--- src/rtl/ae_pkg.sv ---
package ae_pkg;
   typedef enum logic [1:0] {
      AE_HOLD = 2'd0,
      AE_UP   = 2'd1,
      AE_DOWN = 2'd2
   } ae_dir_t;
endpackage

--- src/rtl/ae_window.sv ---
module ae_window #(
   parameter int COLS = 352,
   parameter int ROWS = 288
) (
   input  logic clk,
   input  logic rst_n,
   input  logic frame_start,
   input  logic line_start,
   input  logic pix_valid,
   input  logic area_center,
   output logic in_win
);
   localparam int COL_W  = $clog2(COLS + 1);
   localparam int ROW_W  = $clog2(ROWS + 1);
   localparam int COL_LO = COLS / 4;
   localparam int COL_HI = COLS - COLS / 4;
   localparam int ROW_LO = ROWS / 4;
   localparam int ROW_HI = ROWS - ROWS / 4;

   if (COLS < 4 || ROWS < 4) begin : g_bad_size
      $error("ae_window: image must be at least 4x4");
   end

   logic [COL_W-1:0] col_q;
   logic [ROW_W-1:0] row_q;
   logic             seen_q;
   logic             center_hit;

   always_ff @(posedge clk) begin
      if (!rst_n) begin
         col_q  <= '0;
         row_q  <= '0;
         seen_q <= 1'b0;
      end else begin
         if (frame_start) begin
            row_q  <= '0;
            seen_q <= 1'b0;
         end else if (line_start) begin
            if (seen_q) row_q <= row_q + 1'b1;
            seen_q <= 1'b1;
         end
         if (line_start)     col_q <= '0;
         else if (pix_valid) col_q <= col_q + 1'b1;
      end
   end

   assign center_hit = (col_q >= COL_W'(COL_LO)) && (col_q < COL_W'(COL_HI)) &&
                       (row_q >= ROW_W'(ROW_LO)) && (row_q < ROW_W'(ROW_HI));
   assign in_win = pix_valid && (!area_center || center_hit);

   AST_ROW_HELD: assert property (@(posedge clk) disable iff (!rst_n)
      (!frame_start && !line_start) |=> $stable(row_q)) else $error("row moved");
endmodule

--- src/rtl/ae_counters.sv ---
module ae_counters #(
   parameter int PIX_W = 8,
   parameter int CNT_W = 17
) (
   input  logic             clk,
   input  logic             rst_n,
   input  logic             frame_start,
   input  logic             in_win,
   input  logic [PIX_W-1:0] pix_luma,
   input  logic [PIX_W-1:0] bright_lvl,
   input  logic [PIX_W-1:0] dark_lvl,
   output logic [CNT_W-1:0] cnt_total,
   output logic [CNT_W-1:0] cnt_bright,
   output logic [CNT_W-1:0] cnt_dark
);
   localparam int NPOP = 2;

   if (CNT_W < 2) begin : g_bad_cnt
      $error("ae_counters: CNT_W too small");
   end

   logic [NPOP-1:0]  hit;
   logic [CNT_W-1:0] pop_q [NPOP];
   logic [CNT_W-1:0] tot_q;

   assign hit[0] = pix_luma > bright_lvl;
   assign hit[1] = pix_luma < dark_lvl;

   always_ff @(posedge clk) begin
      if (!rst_n || frame_start) tot_q <= '0;
      else if (in_win)           tot_q <= tot_q + 1'b1;
   end

   for (genvar g = 0; g < NPOP; g++) begin : g_pop
      always_ff @(posedge clk) begin
         if (!rst_n || frame_start)  pop_q[g] <= '0;
         else if (in_win && hit[g])  pop_q[g] <= pop_q[g] + 1'b1;
      end

      AST_POP_BOUND: assert property (@(posedge clk) disable iff (!rst_n)
         pop_q[g] <= tot_q) else $error("population above total");
   end

   AST_CLEAR_ON_START: assert property (@(posedge clk) disable iff (!rst_n)
      frame_start |=> (tot_q == '0)) else $error("total not cleared");

   assign cnt_total  = tot_q;
   assign cnt_bright = pop_q[0];
   assign cnt_dark   = pop_q[1];
endmodule

--- src/rtl/ae_step.sv ---
module ae_step
   import ae_pkg::*;
#(
   parameter int          CNT_W         = 17,
   parameter int          EXP_W         = 8,
   parameter int          GAIN_W        = 6,
   parameter int          TGT_DEN       = 202,
   parameter logic [7:0]  EXP_INIT      = 8'h40,
   parameter int          EXP_MIN_SHORT = 1,
   parameter int          EXP_MIN_LONG  = 4
) (
   input  logic              clk,
   input  logic              rst_n,
   input  logic              frame_end,
   input  logic [CNT_W-1:0]  cnt_total,
   input  logic [CNT_W-1:0]  cnt_bright,
   input  logic [CNT_W-1:0]  cnt_dark,
   input  logic [7:0]        bright_tgt,
   input  logic [7:0]        black_tgt,
   input  logic              ae_freeze,
   input  logic              exp_hold,
   input  logic              min_exp4,
   output logic [EXP_W-1:0]  exposure,
   output logic [GAIN_W-1:0] gain,
   output logic              ae_stable
);
   localparam int                PROD_W   = CNT_W + 8;
   localparam logic [EXP_W-1:0]  EXP_MAX  = '1;
   localparam logic [GAIN_W-1:0] GAIN_MAX = '1;

   if (TGT_DEN < 1 || TGT_DEN > 255) begin : g_bad_den
      $error("ae_step: TGT_DEN out of range");
   end
   if (EXP_INIT == 0 || EXP_MIN_SHORT < 1 || EXP_MIN_LONG < EXP_MIN_SHORT) begin : g_bad_min
      $error("ae_step: exposure limits inconsistent");
   end

   logic [PROD_W-1:0] b_meas, d_meas, b_goal, d_goal;
   logic [EXP_W-1:0]  exp_q, exp_n, exp_min;
   logic [GAIN_W-1:0] gain_q, gain_n;
   logic              stb_q;
   ae_dir_t           dir;

   assign b_meas = PROD_W'(cnt_bright) * PROD_W'(TGT_DEN);
   assign d_meas = PROD_W'(cnt_dark)   * PROD_W'(TGT_DEN);
   assign b_goal = PROD_W'(bright_tgt) * PROD_W'(cnt_total);
   assign d_goal = PROD_W'(black_tgt)  * PROD_W'(cnt_total);

   always_comb begin
      if (b_meas < b_goal && d_meas > d_goal)      dir = AE_UP;
      else if (b_meas > b_goal && d_meas < d_goal) dir = AE_DOWN;
      else                                         dir = AE_HOLD;
   end

   assign exp_min = min_exp4 ? EXP_W'(EXP_MIN_LONG) : EXP_W'(EXP_MIN_SHORT);

   always_comb begin
      exp_n  = exp_q;
      gain_n = gain_q;
      if (!ae_freeze) begin
         if (!exp_hold && exp_q < exp_min) begin
            exp_n = exp_min;
         end else if (dir == AE_UP) begin
            if (!exp_hold && exp_q != EXP_MAX) exp_n  = exp_q + 1'b1;
            else if (gain_q != GAIN_MAX)       gain_n = gain_q + 1'b1;
         end else if (dir == AE_DOWN) begin
            if (!exp_hold && exp_q > exp_min)  exp_n  = exp_q - 1'b1;
            else if (gain_q != '0)             gain_n = gain_q - 1'b1;
         end
      end
   end

   always_ff @(posedge clk) begin
      if (!rst_n) begin
         exp_q  <= EXP_W'(EXP_INIT);
         gain_q <= '0;
         stb_q  <= 1'b0;
      end else if (frame_end) begin
         exp_q  <= exp_n;
         gain_q <= gain_n;
         stb_q  <= (exp_n == exp_q) && (gain_n == gain_q);
      end
   end

   assign exposure  = exp_q;
   assign gain      = gain_q;
   assign ae_stable = stb_q;

   AST_ONLY_AT_FRAME_END: assert property (@(posedge clk) disable iff (!rst_n)
      !frame_end |=> ($stable(exp_q) && $stable(gain_q) && $stable(stb_q))) else $error("update off frame end");
   AST_FREEZE_HOLDS: assert property (@(posedge clk) disable iff (!rst_n)
      (frame_end && ae_freeze) |=> ($stable(exp_q) && $stable(gain_q))) else $error("freeze broken");
   AST_EXP_HOLD: assert property (@(posedge clk) disable iff (!rst_n)
      (frame_end && exp_hold) |=> $stable(exp_q)) else $error("exposure hold broken");
   AST_GAIN_AFTER_EXP: assert property (@(posedge clk) disable iff (!rst_n)
      (frame_end && !ae_freeze && !exp_hold && exp_q > exp_min && exp_q != EXP_MAX)
      |=> $stable(gain_q)) else $error("gain moved early");
   AST_EXP_NONZERO: assert property (@(posedge clk) disable iff (!rst_n)
      exp_q != '0) else $error("exposure zero");
   AST_STABLE_FLAG: assert property (@(posedge clk) disable iff (!rst_n)
      frame_end |=> (stb_q == ($stable(exp_q) && $stable(gain_q)))) else $error("stable flag wrong");
endmodule

--- src/rtl/ae_stats_ctrl.sv ---
module ae_stats_ctrl #(
   parameter int         PIX_W         = 8,
   parameter int         COLS          = 352,
   parameter int         ROWS          = 288,
   parameter int         GAIN_W        = 6,
   parameter int         TGT_DEN       = 202,
   parameter logic [7:0] EXP_INIT      = 8'h40,
   parameter int         EXP_MIN_SHORT = 1,
   parameter int         EXP_MIN_LONG  = 4
) (
   input  logic              clk,
   input  logic              rst_n,
   input  logic              frame_start,
   input  logic              line_start,
   input  logic              frame_end,
   input  logic              pix_valid,
   input  logic [PIX_W-1:0]  pix_luma,
   input  logic [PIX_W-1:0]  bright_lvl,
   input  logic [PIX_W-1:0]  dark_lvl,
   input  logic [7:0]        bright_tgt,
   input  logic [7:0]        black_tgt,
   input  logic              area_center,
   input  logic              ae_freeze,
   input  logic              exp_hold,
   input  logic              min_exp4,
   output logic [7:0]        exposure,
   output logic [GAIN_W-1:0] gain,
   output logic              ae_stable
);
   localparam int CNT_W = $clog2(COLS * ROWS + 1);

   if (GAIN_W < 1 || GAIN_W > 16) begin : g_bad_gain
      $error("ae_stats_ctrl: GAIN_W out of range");
   end

   logic             in_win;
   logic [CNT_W-1:0] cnt_total, cnt_bright, cnt_dark;

   ae_window #(.COLS(COLS), .ROWS(ROWS)) u_win (
      .clk(clk), .rst_n(rst_n), .frame_start(frame_start), .line_start(line_start),
      .pix_valid(pix_valid), .area_center(area_center), .in_win(in_win));

   ae_counters #(.PIX_W(PIX_W), .CNT_W(CNT_W)) u_cnt (
      .clk(clk), .rst_n(rst_n), .frame_start(frame_start), .in_win(in_win),
      .pix_luma(pix_luma), .bright_lvl(bright_lvl), .dark_lvl(dark_lvl),
      .cnt_total(cnt_total), .cnt_bright(cnt_bright), .cnt_dark(cnt_dark));

   ae_step #(.CNT_W(CNT_W), .EXP_W(8), .GAIN_W(GAIN_W), .TGT_DEN(TGT_DEN),
             .EXP_INIT(EXP_INIT), .EXP_MIN_SHORT(EXP_MIN_SHORT),
             .EXP_MIN_LONG(EXP_MIN_LONG)) u_step (
      .clk(clk), .rst_n(rst_n), .frame_end(frame_end),
      .cnt_total(cnt_total), .cnt_bright(cnt_bright), .cnt_dark(cnt_dark),
      .bright_tgt(bright_tgt), .black_tgt(black_tgt),
      .ae_freeze(ae_freeze), .exp_hold(exp_hold), .min_exp4(min_exp4),
      .exposure(exposure), .gain(gain), .ae_stable(ae_stable));
endmodule

--- config.mk ---
export PLATFORM = sky130hd
export DESIGN_NAME = ae_stats_ctrl
export DESIGN_NICKNAME = d
export VERILOG_FILES = /design/src/rtl/ae_pkg.sv /design/src/rtl/ae_window.sv /design/src/rtl/ae_counters.sv /design/src/rtl/ae_step.sv /design/src/rtl/ae_stats_ctrl.sv
export SDC_FILE = /design/constraint.sdc
export NUM_CORES = 1
export LEC_CHECK = 0
export BUFFER_PORTS_ARGS = -buffer_cell sky130_fd_sc_hd__clkbuf_2
export CAP_MARGIN = 20
export CORE_MARGIN = 2
export CORE_UTILIZATION = 50
export DETAILED_ROUTE_END_ITERATION = 8
export GPL_ROUTABILITY_DRIVEN = 0
export PLACE_DENSITY = 0.66
export SYNTH_ARGS = -nofsm -noshare
export SYNTH_HDL_FRONTEND = slang
export SYNTH_SLANG_ARGS = --single-unit
--- constraint.sdc ---
create_clock -name clk -period 8.5 [get_ports clk]
set_input_delay 0.85 -clock clk [delete_from_list [all_inputs] [get_ports clk]]
set_output_delay 0.85 -clock clk [all_outputs]
set_load 0.03 [all_outputs]
### Yosys cells after proc, flatten, opt, wreduce, memory -nomap -nowiden

Memories as Yosys holds them, arrays and structs flattened.
Index checks and enable logic that the tools add are counted.

| cells by class | value |
|---|---|
| $add $sub $neg | 9 |
| multipliers | 4 |
| order comparisons | 12 |
| equality and inequality tests | 6 |
| mux-type cells | 27 |
| bitwise operators | 3 |
| reduce and logical (&&, ||, !) cells | 21 |

Operator list:

| operator | number |
|---|---|
| 17-bit by 1-bit adder with 17-bit output (second input constant) | 3 |
| 25-bit > comparator | 2 |
| 25-bit < comparator | 2 |
| 8-bit by 17-bit multiplier with 25-bit output | 2 |
| 17-bit by 7-bit multiplier with 24-bit output (second input constant) | 2 |
| 6-bit 2-to-1 mux | 8 |
| 8-bit 2-to-1 mux | 6 |
| 17-bit 2-to-1 mux | 2 |
| 9-bit by 1-bit adder with 9-bit output (second input constant) | 2 |
| 9-bit by 7-bit greater-or-equal comparator with 1-bit output (second input constant) | 2 |
| 8-bit > comparator | 2 |
| 8-bit < comparator | 2 |
| 1-bit logical AND | 12 |
| 9-bit by 8-bit < comparator with 1-bit output (second input constant) | 1 |
| 9-bit < comparator (second input constant) | 1 |
| 8-bit by 1-bit adder with 8-bit output (second input constant) | 1 |
| 8-bit equality test | 1 |
| 1-bit 2-to-1 mux | 8 |
| 8-bit inequality test (second input constant) | 1 |
| 8-bit by 1-bit subtractor with 8-bit output (second input constant) | 1 |
| 6-bit by 1-bit adder with 6-bit output (second input constant) | 1 |
| 6-bit equality test | 1 |
| 6-bit inequality test (second input constant) | 1 |
| 6-bit nonzero test | 1 |
| 11 further kinds | 17 |

| storage, ports and cells | value |
|---|---|
| bits in registers | 51 |
| RAM bits | 34 |
| memories kept | 1 |

Memories:

| name | words | width | rd ports | clocked after memory_dff | write ports | line | RTL |
|---|---|---|---|---|---|---|---|
| u_cnt.pop_q | 2 | 17 | 2 | 0 | 2 | ae_counters.sv:23 | `logic [CNT_W-1:0] pop_q [NPOP];` |

### Depth between registers and ports, before layout

An unclocked memory read counts as a cell.

| depth | value |
|---|---|
| word-level depth | 13 |
| mapped depth | 33 |
| gate-level depth less buffers | 29 |

### By module

From an unflattened synthesis, not the netlist that was laid out.

| second synthesis, totals | value |
|---|---|
| cells, all modules | 2301 |
| area total of the unflattened synthesis | 19473.7 um^2 |

By module, submodules not included:

| module | instances | cells each | area each (um^2) |
|---|---|---|---|
| ae_step | 1 | 1901 | 15741.3 |
| ae_counters | 1 | 290 | 2826.5 |
| ae_window | 1 | 110 | 905.9 |

### Least setup slack after synthesis

Ideal clock, no wire load.

| timing path | value |
|---|---|
| kind | input port to flip-flop |
| start | input port black_tgt[7] |
| end | register u_step.stb_q, in the netlist u_step.ae_stable |
| setup time | 0.084 ns |
| arrival | 7.561 ns |
| data required time | 8.416 ns |
| slack | 0.855 ns |
| stages | 31 |
| path buffers | 3 |
| cell sequence | clkbuf_1 -> nand2_1 -> fa_1 -> fa_1 -> inv_1 -> fa_1 -> inv_1 -> fa_1 -> inv_1 -> ha_1 -> nor4_1 -> a21oi_1 -> o211ai_1 -> a31oi_1 -> or4_1 -> and2_1 -> a21o_1 -> a21oi_1 -> xor2_1 -> ha_1 -> a21o_1 -> a21o_1 -> a221oi_2 -> o221ai_2 -> or2_0 -> buf_2 -> and2_1 -> buf_6 -> a32o_1 -> o211a_1 -> o31ai_2 |

| on the way | value |
|---|---|
| longest elaborated chain between the ends | 12 |

Ends and longest elaborated chain:

| what | line | RTL |
|---|---|---|
| start, declared | ae_stats_ctrl.sv:21 | `input logic [7:0] black_tgt,` |
| 8-bit by 17-bit multiplier with 25-bit output (*) | ae_step.sv:47 | `assign d_goal = PROD_W'(black_tgt) * PROD_W'(cnt_total);` |
| 25-bit < comparator | ae_step.sv:51 | `else if (b_meas > b_goal && d_meas < d_goal) dir = AE_DOWN;` |
| 1-bit logical AND | ae_step.sv:51 |  |
| 2-bit 2-to-1 mux | ae_step.sv:51 |  |
| 2-bit 2-to-1 mux (*) | ae_step.sv:50 | `if (b_meas < b_goal && d_meas > d_goal) dir = AE_UP;` |
| 2-bit equality test | ae_step.sv:66 | `end else if (dir == AE_DOWN) begin` |
| 8-bit 2-to-1 mux or 6-bit 2-to-1 mux (tied branches) | ae_step.sv:66 |  |
| 8-bit 2-to-1 mux or 6-bit 2-to-1 mux (tied branches) | ae_step.sv:63 | `end else if (dir == AE_UP) begin` |
| 8-bit 2-to-1 mux or 6-bit 2-to-1 mux (tied branches) | ae_step.sv:61 | `if (!exp_hold && exp_q < exp_min) begin` |
| 8-bit 2-to-1 mux or 6-bit 2-to-1 mux (tied branches) | ae_step.sv:60 | `if (!ae_freeze) begin` |
| 8-bit equality test or 6-bit equality test (tied branches) | ae_step.sv:81 | `stb_q <= (exp_n == exp_q) && (gain_n == gain_q);` |
| 1-bit logical AND (*) | ae_step.sv:81 |  |
| end signal, assigned | ae_step.sv:81 |  |
| end, declared | ae_step.sv:41 | `logic stb_q;` |

Every way passes the cells marked *; elsewhere a longest branch is shown, timed or not.
A chain may end at the register's enable or synchronous reset.

### Worst setup path in the final report

| timing path | value |
|---|---|
| start | input port black_tgt[4] |
| end | register u_step.stb_q, in the netlist u_step.ae_stable |

The elaborated chain is that of the path after synthesis.

==> impl_metrics.env <==
export IMPL_status="finished clean"
export IMPL_cp_end_kind="flop"
export IMPL_clk_insertion_delay_late_ns=0.39
export IMPL_yosysTopAreaCell="fa_1"
export IMPL_hold_class="flop to flop"
export IMPL_muxShareOfSynthArea_pct=0.4763
export IMPL_grt_pass1_wl_um=75030
export IMPL_clk_path_buf_depth=2
export IMPL_hpwl_um=35180
export IMPL_netlist_instances=2275
export IMPL_cts_sinks=85
export IMPL_yosysWarnings=0
export IMPL_post_route_min_period_ns=7.983
export IMPL_grt_antenna_before_repair=0
export IMPL_initial_utilization_pct=50.79
export IMPL_synthesis_area_sq_um=19180
export IMPL_grt_max_degree=29
export IMPL_clockRootBuffer="clkbuf_16"
export IMPL_finalSetupViolCount=0
export IMPL_synth_edf_count=34
export IMPL_yosys_top_cells_area="fa_1, ha_1, inv_1"
export IMPL_slew_headroom_pct=44.67
export IMPL_finClkSkew_ns=0.02296
export IMPL_synth_async_reset_ratio_pct=0
export IMPL_die_w_um=199.8
export IMPL_met2_usage_pct=43.61
export IMPL_vias_per_cell=5.307
export IMPL_final_cell_mix="inv_1, ha_1, fa_1, and2_1, nor2_1"
export IMPL_num_antenna_cells=0
export IMPL_drv_cap=0
export IMPL_dr_total_vias=14940
export IMPL_max_stage_delay_ns=0.55
export IMPL_cts_buffers=9
export IMPL_period_share_pct=93.92
export IMPL_ys_types=78
export IMPL_route_detailed_drc=0
export IMPL_grt_overflow=0
export IMPL_synth_top_area_share_pct=23.59
export IMPL_tns_ns=0
export IMPL_wl_um=42470
export IMPL_layout_commonest_cell="inv_1"
export IMPL_crit_fanout=17
export IMPL_drt_pass1_iterations=5
export IMPL_dp_cells=2799
export IMPL_cpLargestDelayFamily="adder cells"
export IMPL_ys_seq_elements=85
export IMPL_grt_pass1_vias=16030
export IMPL_clock_fmax_ghz=0.1253
export IMPL_yosys_area_share_simple_pct=18.33
export IMPL_grtUsageMet1_pct=28.02
export IMPL_startpoint_type="input pin"
export IMPL_synth_seq_area_share_pct=10.65
export IMPL_worst_slack_ns=0.5166
export IMPL_finalNonFillerCells=2815
export IMPL_synth_compound_area_share_pct=10.37
export IMPL_syn_nets=2854
export IMPL_first_iter_violations=587
export IMPL_place_ws_ns=0.1768
export IMPL_crit_required_ns=8.80
export IMPL_clk_pin_slew_worst_paths_ns=0.09
export IMPL_synth_xor_area_share_pct=5.983
export IMPL_avgSynthCellArea_sq_um=8.429
export IMPL_htree_levels=3
export IMPL_ios=65
export IMPL_arrival_ns=8.29
export IMPL_critPathKind="input pin to flop"
export IMPL_tritoncts="done"
export IMPL_drive_above_1_share_pct=5.382
export IMPL_drv_slew=0
export IMPL_global_route_usage_met3_pct=2.705
export IMPL_crit_top_cell="fa_1"
export IMPL_finalHoldViolCount=0
export IMPL_p_leak_uw=0.01070
export IMPL_synth_adder_area_share_pct=43.36
export IMPL_final_nets=2878
export IMPL_post_drt_wl_per_cell_um=15.09
export IMPL_num_rows=71
export IMPL_design_area_sq_um=20320
export IMPL_dieArea_sq_um=39930
export IMPL_ant_nets=0
export IMPL_die_h_um=199.8
export IMPL_rsz0062_at_grt="false"
export IMPL_syn_to_final_growth_pct=5.964
export IMPL_grt_busiest_layer="met2"
export IMPL_portBuffers=64
export IMPL_max_vdd_ir_drop_mv=0.09981
export IMPL_utilization_pct=53.82
export IMPL_core_area_sq_um=37760
export IMPL_critPathSlowestCell="fa_1"
export IMPL_worstMarginPinSlew_ns=0.8299
export IMPL_synth_ff_type="dfxtp_1"
export IMPL_power_density_nw_per_um2=85.25
export IMPL_synth_top_family_by_area="adder cells"
export IMPL_dpl_instance_area_sq_um=19990
export IMPL_crit_buf_inv=4
export IMPL_track_usage_pct=23.17
-- cell usage after synthesis, types with 34 or more instances --
master	n
and2_1	223
nand3_1	42
nand2_1	129
nor2_1	136
xnor2_1	77
xor2_1	54
inv_1	482
ha_1	303
dfxtp_1	51
edfxtp_1	34
clkbuf_1	60
a21o_1	42
a21oi_1	80
fa_1	226
o21ai_0	53
-- area by class of cell --
type / count / area [sq um]
clock buffers: 9 / 225.2
clock inverters: 7 / 86.33
fillers: 3550 / 17440
inverters: 482 / 1809
multi-input cells: 1641 / 15070
flip-flops and latches: 85 / 2047
well taps: 511 / 639.4
repair buffers: 80 / 440.4
-- path summary, 6_finish.rpt --
check	start	slack, ns	cells after the start	endpoint
worst min register to register	u_win.seen_q	0.50	2	u_win.row_q[1]
worst max register to register	u_cnt.cnt_total[11]	0.59	26	u_step.ae_stable
worst min-delay path	u_win.seen_q	0.50	2	u_win.row_q[1]
worst max-delay path	black_tgt[4]	0.52	29	u_step.ae_stable
-- routing by layer --
layer | routed length (um) | vias to the layer above
met5 | 0 | -
met4 | 712 | 0
met3 | 1072 | 43
met2 | 22220 | 189
met1 | 18470 | 7379
li1 | - | 7328
-- stage by stage --
stage               power [uW]  hold slack, ns
CTS                       1749          0.5011
floorplan                 1102          0.4575
finish                    1732          0.5010
detailed placement        1301          0.4884
global route              1892          0.5363
global placement          1273          0.4681
-- registers in the layout, summed over array words and instances (netlist names) --
register	count
u_cnt.pop_q	34
u_cnt.cnt_total	17
u_win.col_q	9
u_win.row_q	9
u_step.exposure	8
u_step.gain	6
u_step.ae_stable	1
u_win.seen_q	1
-- cell families after synthesis --
family	count (synthesis)
DFF	85
adders and majority gates	529
AOI/OAI and AO/OA	295
buffers and inverters	549
muxes	9
xor gates and xnor gates	131
and+or+nand+nor	677
-- report_power, final --
group / internal [uW] / total, uW / switching [uW]
registers: 441 / 471 / 29.5
clock network: 211 / 438 / 227
logic: 344 / 823 / 479
total: 996 / 1730 / 736
-- worst register-to-register path: cells and delay by family, from the launching register on --
kind                     cells  cell delay [ns]
AND/OR/NAND/NOR              7             1.82
XOR/XNOR                     1             0.11
flip-flops                   1             0.80
buffers and inverters        2             0.10
AO/OA/AOI/OAI               10             2.26
adder cells (fa/ha/maj)      6             2.76
-- timing repair --
item	CTS	global route
setup buffers	0	0
resized for setup	0	7
hold buffers	0	0
endpoints found under the setup margin	0	14
Note: power is estimated with default switching activity, not from simulation.
